==> src/rtl/ooo_ring_pkg.sv <==
package ooo_ring_pkg;
  // Classification of a completion request against the outstanding range
  typedef enum logic [1:0] {
    CV_NONE   = 2'd0,
    CV_ACCEPT = 2'd1,
    CV_REJECT = 2'd2
  } cmpl_verdict_e;
endpackage

==> src/rtl/ooo_ring_alloc.sv <==
module ooo_ring_alloc #(
  parameter int unsigned AW = 3
) (
  input  logic          clk,
  input  logic          rst,
  input  logic          alloc_req,
  input  logic [AW:0]   alloc_cnt,
  input  logic [AW:0]   rd_idx,
  output logic [AW:0]   wr_idx,
  output logic [AW:0]   free_cnt,
  output logic          alloc_done,
  output logic [AW:0]   alloc_gnt,
  output logic [AW-1:0] alloc_base
);
  localparam int unsigned IW    = AW + 1;
  localparam int unsigned DEPTH = 1 << AW;
  localparam logic [IW-1:0] DEPTH_W = IW'(DEPTH);

  logic [IW-1:0] used;
  logic [IW-1:0] gnt;

  assign used     = wr_idx - rd_idx;
  assign free_cnt = DEPTH_W - used;
  assign gnt      = (alloc_cnt < free_cnt) ? alloc_cnt : free_cnt;

  always_ff @(posedge clk) begin
    if (rst) begin
      wr_idx     <= '0;
      alloc_done <= 1'b0;
      alloc_gnt  <= '0;
      alloc_base <= '0;
    end else begin
      alloc_done <= alloc_req;
      if (alloc_req) begin
        wr_idx     <= wr_idx + gnt;
        alloc_gnt  <= gnt;
        alloc_base <= wr_idx[AW-1:0];
      end
    end
  end

  // a grant never exceeds the request nor the space that was free
  a_r3_gnt_bounded: assert property (@(posedge clk) disable iff (rst)
    alloc_req |=> (alloc_gnt <= $past(alloc_cnt)) && (alloc_gnt <= $past(free_cnt)));

  // the write index moves by exactly the reported grant
  a_r3_wr_by_gnt: assert property (@(posedge clk) disable iff (rst)
    alloc_req |=> (wr_idx == $past(wr_idx) + alloc_gnt));
endmodule

==> src/rtl/ooo_ring_track.sv <==
module ooo_ring_track
  import ooo_ring_pkg::*;
#(
  parameter int unsigned AW = 3
) (
  input  logic          clk,
  input  logic          rst,
  input  logic [AW:0]   wr_idx,
  input  logic          disp_adv,
  input  logic          cmpl_valid,
  input  logic [AW-1:0] cmpl_slot,
  output logic [AW:0]   disp_idx,
  output logic [AW:0]   disp_idx_nxt,
  output logic          disp_pending,
  output logic [AW:0]   rd_idx,
  output logic          rd_moved,
  output logic          cmpl_err,
  output logic          retire_fire,
  output logic [AW-1:0] retire_slot
);
  localparam int unsigned IW    = AW + 1;
  localparam int unsigned DEPTH = 1 << AW;

  logic [DEPTH-1:0] done_q, done_d;
  logic             disp_go;
  logic [AW-1:0]    off;
  logic [IW-1:0]    span;
  logic             in_rng;
  cmpl_verdict_e    verdict;

  assign disp_pending = (disp_idx != wr_idx);
  assign disp_go      = disp_adv && disp_pending;
  assign disp_idx_nxt = disp_idx + IW'(disp_go);

  assign retire_slot  = rd_idx[AW-1:0];
  assign retire_fire  = done_q[retire_slot];

  assign off    = cmpl_slot - retire_slot;
  assign span   = disp_idx - rd_idx;
  assign in_rng = ({1'b0, off} < span);

  always_comb begin
    if (!cmpl_valid)  verdict = CV_NONE;
    else if (in_rng)  verdict = CV_ACCEPT;
    else              verdict = CV_REJECT;
  end

  always_comb begin
    done_d = done_q;
    if (verdict == CV_ACCEPT) done_d[cmpl_slot] = 1'b1;
    if (retire_fire)          done_d[retire_slot] = 1'b0;
  end

  always_ff @(posedge clk) begin
    if (rst) begin
      disp_idx <= '0;
      rd_idx   <= '0;
      done_q   <= '0;
      rd_moved <= 1'b0;
      cmpl_err <= 1'b0;
    end else begin
      disp_idx <= disp_idx_nxt;
      rd_idx   <= rd_idx + IW'(retire_fire);
      done_q   <= done_d;
      rd_moved <= retire_fire;
      cmpl_err <= (verdict == CV_REJECT);
    end
  end

  // the read index steps by at most one slot per cycle
  a_r5_single_step: assert property (@(posedge clk) disable iff (rst)
    1'b1 |=> (rd_idx == $past(rd_idx)) || (rd_idx == $past(rd_idx) + IW'(1)));

  // the move pulse coincides with every change of the read index
  a_r6_moved_matches: assert property (@(posedge clk) disable iff (rst)
    1'b1 |=> (rd_moved == (rd_idx != $past(rd_idx))));

  // with nothing pending the dispatch index holds
  a_r7_no_idle_dispatch: assert property (@(posedge clk) disable iff (rst)
    !disp_pending |=> $stable(disp_idx));

  // completion bits only exist for outstanding slots
  for (genvar i = 0; i < DEPTH; i++) begin : g_chk
    a_r9_done_in_range: assert property (@(posedge clk) disable iff (rst)
      done_q[i] |-> ({1'b0, AW'(i) - rd_idx[AW-1:0]} < (disp_idx - rd_idx)));
  end
endmodule

==> src/rtl/ooo_ring_slots.sv <==
module ooo_ring_slots #(
  parameter int unsigned AW = 3,
  parameter int unsigned DW = 16
) (
  input  logic          clk,
  input  logic          rst,
  input  logic          wr_en,
  input  logic [AW-1:0] wr_slot,
  input  logic [DW-1:0] wr_data,
  input  logic          clr_en,
  input  logic [AW-1:0] clr_slot,
  input  logic [AW-1:0] rd_slot,
  output logic [DW-1:0] rd_data,
  output logic          rd_hdr_ok
);
  localparam int unsigned DEPTH = 1 << AW;

  logic [DW-1:0]    mem [DEPTH];
  logic [DEPTH-1:0] hdr_q, hdr_d;

  // Payload: no reset, registered read, suitable for block RAM
  always_ff @(posedge clk) begin
    if (wr_en) mem[wr_slot] <= wr_data;
    rd_data <= mem[rd_slot];
  end

  always_comb begin
    hdr_d = hdr_q;
    for (int i = 0; i < DEPTH; i++) begin
      if (clr_en && (clr_slot == AW'(i))) hdr_d[i] = 1'b0;
      if (wr_en && (wr_slot == AW'(i)))   hdr_d[i] = 1'b1;
    end
  end

  always_ff @(posedge clk) begin
    if (rst) begin
      hdr_q     <= '0;
      rd_hdr_ok <= 1'b0;
    end else begin
      hdr_q     <= hdr_d;
      rd_hdr_ok <= hdr_q[rd_slot];
    end
  end

  // a retired slot loses its header unless rewritten in the same cycle
  a_r2_retire_clears: assert property (@(posedge clk) disable iff (rst)
    (clr_en && !(wr_en && (wr_slot == clr_slot))) |=> !hdr_q[$past(clr_slot)]);

  // a payload write always leaves the header valid
  a_r2_write_sets: assert property (@(posedge clk) disable iff (rst)
    wr_en |=> hdr_q[$past(wr_slot)]);
endmodule

==> src/rtl/ooo_retire_ring.sv <==
module ooo_retire_ring #(
  parameter int unsigned AW = 3,
  parameter int unsigned DW = 16
) (
  input  logic          clk,
  input  logic          rst,
  input  logic          alloc_req,
  input  logic [AW:0]   alloc_cnt,
  output logic          alloc_done,
  output logic [AW:0]   alloc_gnt,
  output logic [AW-1:0] alloc_base,
  output logic [AW:0]   free_cnt,
  input  logic          disp_adv,
  output logic          disp_pending,
  output logic [AW-1:0] disp_slot,
  output logic          disp_hdr_ok,
  output logic [DW-1:0] disp_data,
  input  logic          pl_wr_en,
  input  logic [AW-1:0] pl_wr_slot,
  input  logic [DW-1:0] pl_wr_data,
  input  logic          cmpl_valid,
  input  logic [AW-1:0] cmpl_slot,
  output logic          cmpl_err,
  output logic [AW:0]   rd_idx,
  output logic          rd_moved
);
  localparam int unsigned IW    = AW + 1;
  localparam int unsigned DEPTH = 1 << AW;
  localparam logic [IW-1:0] DEPTH_W = IW'(DEPTH);

  logic [IW-1:0] wr_idx;
  logic [IW-1:0] disp_idx, disp_idx_nxt;
  logic          retire_fire;
  logic [AW-1:0] retire_slot;

  ooo_ring_alloc #(.AW(AW)) u_alloc (
    .clk        (clk),
    .rst        (rst),
    .alloc_req  (alloc_req),
    .alloc_cnt  (alloc_cnt),
    .rd_idx     (rd_idx),
    .wr_idx     (wr_idx),
    .free_cnt   (free_cnt),
    .alloc_done (alloc_done),
    .alloc_gnt  (alloc_gnt),
    .alloc_base (alloc_base)
  );

  ooo_ring_track #(.AW(AW)) u_track (
    .clk          (clk),
    .rst          (rst),
    .wr_idx       (wr_idx),
    .disp_adv     (disp_adv),
    .cmpl_valid   (cmpl_valid),
    .cmpl_slot    (cmpl_slot),
    .disp_idx     (disp_idx),
    .disp_idx_nxt (disp_idx_nxt),
    .disp_pending (disp_pending),
    .rd_idx       (rd_idx),
    .rd_moved     (rd_moved),
    .cmpl_err     (cmpl_err),
    .retire_fire  (retire_fire),
    .retire_slot  (retire_slot)
  );

  ooo_ring_slots #(.AW(AW), .DW(DW)) u_slots (
    .clk       (clk),
    .rst       (rst),
    .wr_en     (pl_wr_en),
    .wr_slot   (pl_wr_slot),
    .wr_data   (pl_wr_data),
    .clr_en    (retire_fire),
    .clr_slot  (retire_slot),
    .rd_slot   (disp_idx_nxt[AW-1:0]),
    .rd_data   (disp_data),
    .rd_hdr_ok (disp_hdr_ok)
  );

  assign disp_slot = disp_idx[AW-1:0];

  // occupancy never exceeds the slot count
  a_r8_no_overrun: assert property (@(posedge clk) disable iff (rst)
    (wr_idx - rd_idx) <= DEPTH_W);

  // dispatch stays between retire and allocate
  a_r8_disp_order: assert property (@(posedge clk) disable iff (rst)
    (disp_idx - rd_idx) <= (wr_idx - rd_idx));
endmodule

==> config.mk <==
export PLATFORM = sky130hd
export DESIGN_NAME = ooo_retire_ring
export DESIGN_NICKNAME = d
export VERILOG_FILES = /design/src/rtl/ooo_ring_pkg.sv /design/src/rtl/ooo_ring_alloc.sv /design/src/rtl/ooo_ring_track.sv /design/src/rtl/ooo_ring_slots.sv /design/src/rtl/ooo_retire_ring.sv
export SDC_FILE = /design/constraint.sdc
export NUM_CORES = 1
export LEC_CHECK = 0
export ABC_AREA = 1
export BUFFER_PORTS_ARGS = -buffer_cell sky130_fd_sc_hd__clkbuf_2
export CORE_ASPECT_RATIO = 0.5
export CORE_UTILIZATION = 55
export DETAILED_ROUTE_END_ITERATION = 7
export PLACE_DENSITY = 0.75
export SYNTH_ARGS = -nofsm -noshare
export SYNTH_HDL_FRONTEND = slang
export SYNTH_SLANG_ARGS = --single-unit
export TNS_END_PERCENT = 5
==> constraint.sdc <==
create_clock -name clk -period 7.86 [get_ports clk]
set_input_delay 1.179 -clock clk [delete_from_list [all_inputs] [get_ports clk]]
set_output_delay 1.179 -clock clk [all_outputs]
set_load 0.05 [all_outputs]
Word level (Yosys, flattened, before mapping)
Memory sizes are Yosys's and may differ from the RTL's. A register that Yosys moved wholly into a read port is not among the register bits.
Index checks and enable logic that the tools add are counted.
- output and inout port bits: 39
- bits in latches: 0
- logic and storage cells: 113
- bits in read-only memories: 0
- RAM bits: 128
- memories: 1
- bits of input ports: 32
- bits in registers: 39
- $add $sub $neg: 7
- multiply operators: 0
- shifts and indexed selects: 0
- equal/unequal tests: 17
- bitwise gates (word level): 3
- divide/modulo/power cells: 0
- magnitude comparators: 7
- multiplexer cells: 31
- reduce and logical (&&, ||, !) cells: 29
- memories (memory ; depth ; width ; read ports ; clocked after Yosys merged registers in ; wr ports ; line ; source):
    u_slots.mem ; 8 ; 16 ; 1 ; 1 ; 1 ; ooo_ring_slots.sv:18 ; logic [DW-1:0] mem [DEPTH];
- operator list (operator ; count):
    3-bit == test, second input constant ; 8
    1-bit two-way mux ; 22
    1-bit logical AND ; 19
    8-bit two-way mux ; 2
    2-bit nonzero test ; 8
    3-bit by 2-bit == test with 1-bit output, second input constant ; 4
    3-bit by 4-bit < comparator with 1-bit output, second input constant ; 3
    4-bit by 1-bit adder with 4-bit output ; 2
    8-bit bitwise AND ; 1
    8-bit inverter ; 1
    8-bit OR ; 1
    4-bit subtractor ; 2
    1-bit binary-select mux with 3-bit select ; 2
    1-bit demux with 3-bit select ; 2
    3-bit by 1-bit == test with 1-bit output, second input constant ; 2
    3-bit by 1-bit >= comparator with 1-bit output, second input constant ; 2
    3-bit zero test ; 2
    4-bit adder ; 1
    3-bit by 4-bit < comparator with 1-bit output ; 1
    4-bit < comparator ; 1
    2-bit two-way mux ; 2
    4-bit two-way mux ; 1
    4-bit != test ; 1
    4-bit subtractor, first input constant ; 1
    other kinds (3) ; 3

Logic depth before layout (Yosys ltp)
Gate-level depths: netlist of run 1.
- depth in word-level cells: 8
- depth in mapped cells: 24
- depth with buffers taken out: 23

Modules after synthesis
From an unflattened synthesis of run 1, not the netlist that was laid out.
- cell total of the unflattened synthesis: 820
- area, all modules: 8001.4 µm²
- modules (own cells, without submodules) (module ; cells an instance ; area an instance (µm²) ; seq. area each (µm²) ; times used):
    ooo_ring_slots ; 540 ; 5968.2 ; 4344.2 ; 1
    ooo_ring_track ; 161 ; 1171.1 ; 360.3 ; 1
    ooo_ring_alloc ; 119 ; 862.1 ; 240.2 ; 1

Worst setup path before layout of run 1
Ideal clock, no wire load.
- path kind: register to register
- start point: register u_track.rd_idx[1]
- end point: register u_alloc.wr_idx[3]
- data arrival time: 3752 ps
- buffers on the path: 0
- stages on the path, launching flop included: 17
- setup slack: 3988 ps
- required time: 7740 ps
- period minus slack after synthesis: 3872 ps
- cell sequence: dfxtp_1 -> ha_1 -> ha_1 -> fa_1 -> inv_1 -> ha_1 -> nand3_1 -> nand3_2 -> nand2_1 -> nand2_1 -> ha_1 -> a21oi_1 -> nand2_1 -> o21ai_0 -> a21oi_1 -> o21ai_0 -> nor2_1
- cells in the longest elaborated chain, start to end: 5
- ends and longest elaborated chain (what ; line ; source):
    start: declaration ; ooo_ring_track.sv:15 ; output logic [AW:0] rd_idx,
    start signal: assignment ; ooo_ring_track.sv:63 ; rd_idx <= rd_idx + IW'(retire_fire);
    4-bit subtractor * ; ooo_ring_alloc.sv:22 ; assign used = wr_idx - rd_idx;
    4-bit subtractor * ; ooo_ring_alloc.sv:23 ; assign free_cnt = DEPTH_W - used;
    net free_cnt[2] ; ooo_retire_ring.sv:12 ; output logic [AW:0] free_cnt,
    4-bit < comparator ; ooo_ring_alloc.sv:24 ; assign gnt = (alloc_cnt < free_cnt) ? alloc_cnt : free_cnt;
    4-bit two-way mux * ; ooo_ring_alloc.sv:24 ;
    net u_alloc.gnt[2] ; ooo_ring_alloc.sv:20 ; logic [IW-1:0] gnt;
    4-bit adder * ; ooo_ring_alloc.sv:35 ; wr_idx <= wr_idx + gnt;
    end signal: assignment ; ooo_ring_alloc.sv:35 ;
    end: declaration ; ooo_ring_alloc.sv:9 ; output logic [AW:0] wr_idx,
The timed path passes the listed nets; every way through them passes the cells marked *.
A chain may end at the register's enable or synchronous reset.

Final worst setup path of run 1
- start point: register u_track.rd_idx[0]
- end point: register u_alloc.wr_idx[3]
- cells in the longest elaborated chain, start to end: 5
- ends and longest elaborated chain (what ; line):
    4-bit subtractor * ; ooo_ring_alloc.sv:22
    4-bit subtractor * ; ooo_ring_alloc.sv:23
    4-bit < comparator ; ooo_ring_alloc.sv:24
    4-bit two-way mux * ; ooo_ring_alloc.sv:24
    net u_alloc.gnt[2] ; ooo_ring_alloc.sv:20
    4-bit adder * ; ooo_ring_alloc.sv:35
Marked as above.

==> summary.txt, run 1 <==
Outcome
  – Status: finished clean

Worst hold path
  – Hold_sp: u_track.done_q[3]$_SDFF_PP0_
  – Hold crit path type: reg2reg
  – Hold path endpoint: u_track.done_q[3]$_SDFF_PP0_
  – Worst hold stages: 2

Global route
  – Vias in the first global route: 4,926
  – Overall routing resource usage: 0.229
  – Initial antenna violation count: 0
  – First-pass GRT wire length: about 25,000 um
  – Largest net degree at the start of global routing: 70
  – Grt ovf: 0

Finish
  – Filler cells: 1,036
  – Diodes inserted: 0
  – Final nets: 834
  – P&R area growth vs syn: 14.3%
  – Finished Layout Cells: roughly 1,000
  – Layout cells sized above 1: 0.163

Timing
  – Layout Skew: 0.00865 ns
  – Fin Setup TNS: 0 ns
  – RSZ-0062 raised after global routing: no
  – Final setup vio count: 0
  – Period Utilization, post-route: 0.492
  – Fmax: 259 MHz
  – Final hold vios: 0
  – Fin. max-slew vios: 0
  – Measured slew at the worst slew-check pin: 1.18 ns
  – Relative slew slack: 0.215
  – Fin crit period: a little under 4 ns

Power and ir drop
  – Worst VDD drop: 187 uV
  – P_sw: 1290 uW
  – Internal Power: roughly 1900 uW
  – Seq pwr share: 0.362
  – Combinational fraction of design power: 0.369
  – Power Density: 370 mW/mm^2
  – Leak: 0.00345 uW
  – Sw frac: 0.399
  – Clock power share: 0.269

Clock tree
  – PostCTS Resize Cnt: 0
  – Cts bufs inserted: 17
  – Clk_lat worst skew: 0.42 ns
  – Setup Buffers After CTS: 0
  – Worst-path clk slew: 0.07 ns
  – Longest Clk Path Bufs: 2
  – CTS Sinks: 183
  – Clk root buf: clkbuf_16
  – H-tree depth: 4
  – CTS tree: yes
  – # hold bufs at CTS: 0

Critical path
  – R2R cell count: 23
  – Slowest cell delay on critical path: 0.74 ns
  – Reg2Reg Setup Slack: 4.00 ns
  – RR Startpoint: u_track.rd_idx[0]$_SDFF_PP0_
  – Reg2reg end: u_alloc.wr_idx[3]$_SDFFE_PP0P_
  – WP buf/inv: 4
  – Worst path cell trace: inv_1 -> ha_1 -> inv_1 -> ha_1 -> fa_1 -> inv_1 -> nand2_1 -> nand2_1 -> nand2_1 -> nand2_1 -> ha_1 -> inv_1 -> nand3_1 -> nand3_2 -> nand2_1 -> nand2_1 -> ha_1 -> a21oi_1 -> nand2_1 -> o21ai_0 -> a21oi_1 -> o21ai_0 -> nor2_1
  – Worst path most repeated cell: nand2_1
  – Required @ worst endpoint: 8.17 ns
  – Setup CP Type: reg2reg
  – CP Max Fanout: 17
  – Cell with the largest stage delay on the worst path: dfxtp_1
  – Startpoint Class: flip-flop
  – Crit path capture type: flip-flop
  – Cell family with most CP delay: adder cells
  – CP arrival: ~4.2 ns

Logic synthesis
  – Synth Area in Compound Gates: 0.106
  – Top cells by area, synth: edfxtp_1, dfxtp_1, nor2_1, o21ai_0, nand2_1
  – Post-synth EDFFs: around 130
  – Post-synth top area cell: edfxtp_1
  – Post-synthesis mux area share: 0
  – Most common cell in the synthesized netlist: edfxtp_1
  – Mapped Cells: 713
  – Synthesized area: 0.00765 mm^2
  – Yosys reg bits: 183
  – Sequential share of the synthesized area: 0.647
  – Post-Synth XOR/XNOR Area: 0.0162
  – Synth Area in Adders: 0.0432
  – Warnings from Yosys: 0
  – Main synth FF type: edfxtp_1
  – Synth cell types: 31
  – Yosys top cell area share: 0.503
  – Top post-synthesis cells by count: edfxtp_1, nor2_1, nand2_1, o21ai_0, dfxtp_1
  – Net Count, Synth: 769
  – Largest family of logic cells by synthesized area: simple AND/OR/NAND/NOR gates
  – Syn Area/Cell: around 11 um^2
  – Post-Synth Simple-Gate Area: 0.136
  – Ys async rst share: 0

Floorplanning
  – Starting Density: 0.564
  – Die height: 85.4 um
  – Die X: 169 um
  – Placeable Area: 0.0136 mm^2
  – I/O pin cnt: 71
  – Row count: 30
  – Die ar.: roughly 0.014 mm^2

Flow run
  – Max Cap Violations: 0

Route
  – Final WL: 15,500 um
  – Antenna-violating nets left: 0
  – Via Count: 5,325
  – Initial DRC count: ~380
  – Wire per inst: 15.8 um
  – Drt first pass iters: 4
  – DRC viols: 0
  – Via-to-Cell Ratio: around 5.4

Placement
  – Dpl hpwl: slightly below 9000 um
  – DP Cell Count: roughly 950
  – Placer Congestion: between 0.7 and 0.8
  – I/O Buffers: 70
## through the flow
step / power (uW) / area (um^2) / util / hold slack (ns) / setup slack [ns]
2_1_floorplan: 2150 / 7650 / - / 0.425 / 3.99
3_3_place_gp: 2340 / 8130 / 0.600 / 0.436 / 3.89
3_5_place_dp: 2380 / 8130 / 0.600 / 0.445 / 3.77
4_1_cts: 3240 / 8740 / 0.645 / 0.456 / 4.02
5_1_grt: 3430 / 8740 / 0.645 / 0.474 / 3.65
6_report: 3230 / 8740 / 0.645 / 0.450 / 4.00
## sequential cells by signal, indices dropped and copies added, names as in the netlist
register and count:
u_slots.mem 128, u_slots.rd_data 16, u_slots.hdr_q 8, u_track.done_q 8, u_alloc.alloc_gnt 4, u_alloc.wr_idx 4, u_track.disp_idx 4, u_track.rd_idx 4
u_alloc.alloc_base 3, u_alloc.alloc_done 1, u_slots.rd_hdr_ok 1, u_track.cmpl_err 1, u_track.rd_moved 1
## worst max-delay path by stage
stage                                 startpoint                              to  slack (ns)  depth (start not counted)
floorplan           u_track.rd_idx[1]$_SDFF_PP0_  u_alloc.wr_idx[3]$_SDFFE_PP0P_        3.99                         16
global placement                        disp_adv    u_slots.rd_hdr_ok$_SDFF_PP0_        3.89                          8
detailed placement                      disp_adv     u_slots.rd_data[12]$_DFF_P_        3.77                          8
CTS                 u_track.rd_idx[0]$_SDFF_PP0_                     free_cnt[3]        4.02                         11
global route        u_track.rd_idx[0]$_SDFF_PP0_  u_alloc.wr_idx[3]$_SDFFE_PP0P_        3.65                         23
finish              u_track.rd_idx[0]$_SDFF_PP0_  u_alloc.wr_idx[3]$_SDFFE_PP0P_        4.00                         23
## power groups by stage
stage                     sequential [uW]  combinational [uW]  clock (uW)
after floorplan                      1360                 791           0
after global placement               1190                1150           0
after detailed placement             1190                1190           0
after CTS                            1170                1190         879
after global routing                 1170                1330         920
final                                1170                1190         870
## metal layers
metal  share of wire  wire length [um]  global-route usage
met5               0                 0                   0
met4           0.014               223              0.0901
met3           0.062               964              0.0373
met2            0.44              6830               0.361
met1            0.48              7500               0.321
## cell usage in the layout, fill, tap and decap left out
cell type | Yosys | routed
nand3_1 | 22 | 22
nand3_2 | 4 | 4
o21ai_1 | 3 | 3
nand2_1 | 94 | 94
nor3_1 | 9 | 9
xnor2_4 | 1 | 1
edfxtp_1 | 128 | 128
buf_4 | 7 | 9
clkbuf_2 | 0 | 70
fa_1 | 4 | 4
inv_2 | 4 | 4
bufinv_16 | 0 | 2
clkinv_8 | 0 | 2
a21boi_0 | 1 | 1
clkinv_1 | 1 | 1
nor2_1 | 117 | 117
o21bai_1 | 1 | 1
clkinv_4 | 1 | 3
inv_8 | 0 | 2
a21oi_1 | 29 | 29
o21ai_2 | 3 | 3
nand2_2 | 4 | 4
nand4_1 | 4 | 4
inv_6 | 0 | 5
o21ai_0 | 78 | 78
xor2_1 | 4 | 4
o22ai_1 | 34 | 34
inv_1 | 51 | 51
xnor2_1 | 7 | 7
ha_1 | 20 | 19
clkinv_2 | 0 | 2
dfxtp_1 | 55 | 55
clkbuf_16 | 0 | 17
a211oi_1 | 1 | 1
ha_2 | 0 | 1
## worst reg2reg max path, delay by kind of cell, from the launching register on
family                     cells  cell delay [ns]
adders and majority gates      5             1.20
and+or+nand+nor               10             0.78
DFF                            1             0.74
AOI/OAI and AO/OA              4             0.65
buffers and inverters          4             0.37
## layout make-up
| cell class | count | area (um^2) | share of cell area |
|---|---|---|---|
| sequential | 183 | 4940 | 0.566 |
| multi-input combinational | 440 | 2310 | 0.264 |
| clock buffer | 17 | 425 | 0.0487 |
| timing repair buffer | 79 | 418 | 0.0478 |
| tap | 192 | 240 | 0.0275 |
| inverter | 57 | 219 | 0.0251 |
| clock inverter | 15 | 186 | 0.0213 |
## cells by family (layout without fill, tap and decap cells)
logic type,count (synthesis),count (layout)
AO/OA/AOI/OAI,150,150
flip-flops,183,183
adder cells (fa/ha/maj),24,24
buffers and inverters,90,168
AND/OR/NAND/NOR,254,254
XOR/XNOR,12,12
(Power assumes the default switching activity.)
==> inputs of run 2 (changes only) <==
--- a/config.mk
+++ b/config.mk
@@ -8,7 +8,7 @@
 export ABC_AREA = 1
 export BUFFER_PORTS_ARGS = -buffer_cell sky130_fd_sc_hd__clkbuf_2
 export CORE_ASPECT_RATIO = 0.5
-export CORE_UTILIZATION = 55
+export CORE_UTILIZATION = 53
 export DETAILED_ROUTE_END_ITERATION = 7
 export PLACE_DENSITY = 0.75
 export SYNTH_ARGS = -nofsm -noshare
==> constraint.sdc (replaced) <==
create_clock -name clk -period 3.45 [get_ports clk]
set_input_delay 0.5175 -clock clk [delete_from_list [all_inputs] [get_ports clk]]
set_output_delay 0.5175 -clock clk [all_outputs]
set_load 0.05 [all_outputs]
==> run 2 against run 1 <==
Net effect: global-route usage is 0.39 points higher; power is 130% higher; core utilization is 0.66 points lower; combinational power is 140% higher; critical path type unchanged; critical endpoint is now u_alloc.wr_idx[2]$_SDFFE_PP0P_; largest cell class unchanged; largest power group unchanged; highest routed layer unchanged.
==> summary.txt, run 2 (synthesized netlist as in run 1, its figures left out) <==
Finish
  – Multi-input gate area: 0.00234 mm^2
  – Seq. cell area: 0.00496 mm^2
  – Filler cells: 1,081
  – Max reg flops: 128
  – Most frequent cells in the layout: edfxtp_1, nor2_1, nand2_1
  – Final nets: 842
  – Diodes inserted: 0
  – Layout cells sized above 1: 0.189
  – Largest register by flop count: u_slots.mem
  – Largest registers: u_slots.mem x128, u_slots.rd_data x16
  – Commonest non-fill, non-tap cell in the layout: edfxtp_1
  – P&R area growth vs syn: 15.3%
  – Final core utilization: 0.638

Critical path
  – Startpoint Class: flip-flop
  – Required @ worst endpoint: approximately 3.8 ns
  – CP arrival: around 3.6 ns
  – CP Max Fanout: 4
  – R2R cell count: 21
  – Setup CP Type: reg2reg
  – Crit path capture type: flip-flop

Clock tree
  – CTS tree: yes
  – Clk root buf: clkbuf_16
  – Worst-path clk slew: 0.07 ns
  – Clk_lat worst skew: between 0.4 and 0.5 ns
  – Cts bufs inserted: 17
  – H-tree depth: 4
  – CTS Sinks: 183
  – Longest Clk Path Bufs: 2
  – Setup Buffers After CTS: 0
  – # hold bufs at CTS: 0

Power and ir drop
  – Leak: 0.00346 uW
  – Power Density: 845 mW/mm^2
  – Clock power share: 0.254
  – Seq pwr share: 0.357
  – Worst VDD drop: ~400 uV
  – Combinational fraction of design power: 0.389
  – Sw frac: 0.412
  – Internal Power: 4380 uW
  – P_sw: 3070 uW

Placement
  – Placer Congestion: 0.841
  – Dpl hpwl: between 10,000 and 15,000 um
  – Setup WS pre-CTS: -0.0473 ns
  – I/O Buffers: 70

Timing
  – Setup ws final: 0.198 ns
  – Measured slew at the worst slew-check pin: 0.839 ns
  – Layout Skew: 0.0115 ns
  – Relative slew slack: 0.439
  – Fin crit period: 3.25 ns
  – Fmax: 308 MHz
  – RSZ-0062 raised after global routing: yes
  – Final hold vios: 0
  – Fin. max-slew vios: 0
  – Period Utilization, post-route: 0.942
  – Final setup vio count: 0

Route
  – Via-to-Cell Ratio: 5.45
  – Drt first pass iters: 5
  – DRC viols: 0
  – Antenna-violating nets left: 0
  – Final WL: 16,500 um
  – Wire per inst: 16.6 um
  – Initial DRC count: 537
  – Via Count: ~5,400

Floorplanning
  – Die height: 86.9 um
  – I/O pin cnt: 71
  – Die X: about 170 um
  – Row count: 30
  – Die ar.: 0.0149 mm^2
  – Placeable Area: 0.0138 mm^2
  – Starting Density: 0.554

Outcome
  – Status: finished clean

Worst hold path
  – Worst hold stages: 1
  – Hold crit path type: in2reg

Global route
  – Grt ovf: 0
  – First-pass GRT wire length: 25,800 um
  – Largest net degree at the start of global routing: 44
  – Initial antenna violation count: 0
  – Overall routing resource usage: 0.233
  – Vias in the first global route: 5,123

Flow run
  – Max Cap Violations: 0
==> run 2: cell types whose count changed in the layout (fill, tap and decap cells not counted), sizes merged <==
| cell | change |
|---|---|
| clkinvlp | +2 |
| clkinv | -2 |
| inv | +2 |
| buf | +8 |
| bufinv | -2 |
==> run 2: layout make-up <==
type	count	share of cell area
flip-flops and latches	183	0.562
clock inverters	15	0.0175
well taps	192	0.0272
multi-input cells	440	0.266
clock buffers	17	0.0482
repair buffers	87	0.0542
inverters	57	0.0248
==> run 2: per-layer routing <==
layer	GRT usage	vias to the layer above	part of all wire
met5	0	-	0
met1	0.309	2591	0.46
met4	0.0933	0	0.017
met2	0.374	172	0.46
li1	-	2612	-
met3	0.0541	23	0.065
==> run 2: power by group through the flow <==
stage / Clock (uW) / Sequential (uW) / Combinational, uW
2_1_floorplan: 0 / 3100 / 1810
3_3_place_gp: 0 / 2690 / 2730
3_5_place_dp: 0 / 2700 / 2820
4_1_cts: 1910 / 2650 / 2840
5_1_grt: 2000 / 2680 / 3210
6_report: 1890 / 2660 / 2900
==> run 2: metrics by stage <==
| step | hold slack (ns) | std cells | total power [uW] | setup TNS (ns) | instance area (um^2) |
|---|---|---|---|---|---|
| finish | 0.355 | 991 | 7450 | 0 | 8820 |
| global placement | 0.434 | 959 | 5430 | 0 | 8200 |
| CTS | 0.349 | 991 | 7400 | 0 | 8780 |
| floorplan | 0.425 | 713 | 4910 | 0 | 7660 |
| detailed placement | 0.442 | 959 | 5520 | -0.0473 | 8200 |
| global route | 0.357 | 991 | 7890 | -0.00701 | 8820 |
==> run 2: worst paths after layout <==
kind                                                     start                             end  slack [ns]
worst min register to register    u_track.done_q[0]$_SDFF_PP0_    u_track.done_q[0]$_SDFF_PP0_        0.45
worst min-delay path                            pl_wr_data[11]    u_slots.mem[6][11]$_DFFE_PP_        0.35
worst max register to register  u_alloc.wr_idx[1]$_SDFFE_PP0P_  u_alloc.wr_idx[2]$_SDFFE_PP0P_        0.20
worst max-delay path            u_alloc.wr_idx[1]$_SDFFE_PP0P_  u_alloc.wr_idx[2]$_SDFFE_PP0P_        0.20
==> run 2: critical path: stages (launching register included) <==
cell and delay (ns):
dfxtp_4 0.37, inv_1 0.05, ha_1 0.27, ha_1 0.21, fa_2 0.37, nand2_1 0.10, inv_1 0.05, nor2_2 0.09
nand2_2 0.08, nand2_1 0.07, ha_1 0.21, inv_1 0.09, nand3_1 0.10, nand3_2 0.10, nand2_1 0.08, nand2_1 0.08
ha_2 0.17, inv_1 0.05, fa_2 0.33, xnor2_1 0.13, o21ai_1 0.11, inv_1 0.04
==> run 2: repair_timing <==
item | CTS | global route
endpoints found under the setup margin | 1 | 2
resized for setup | 1 | 13
pin swaps | 0 | 2
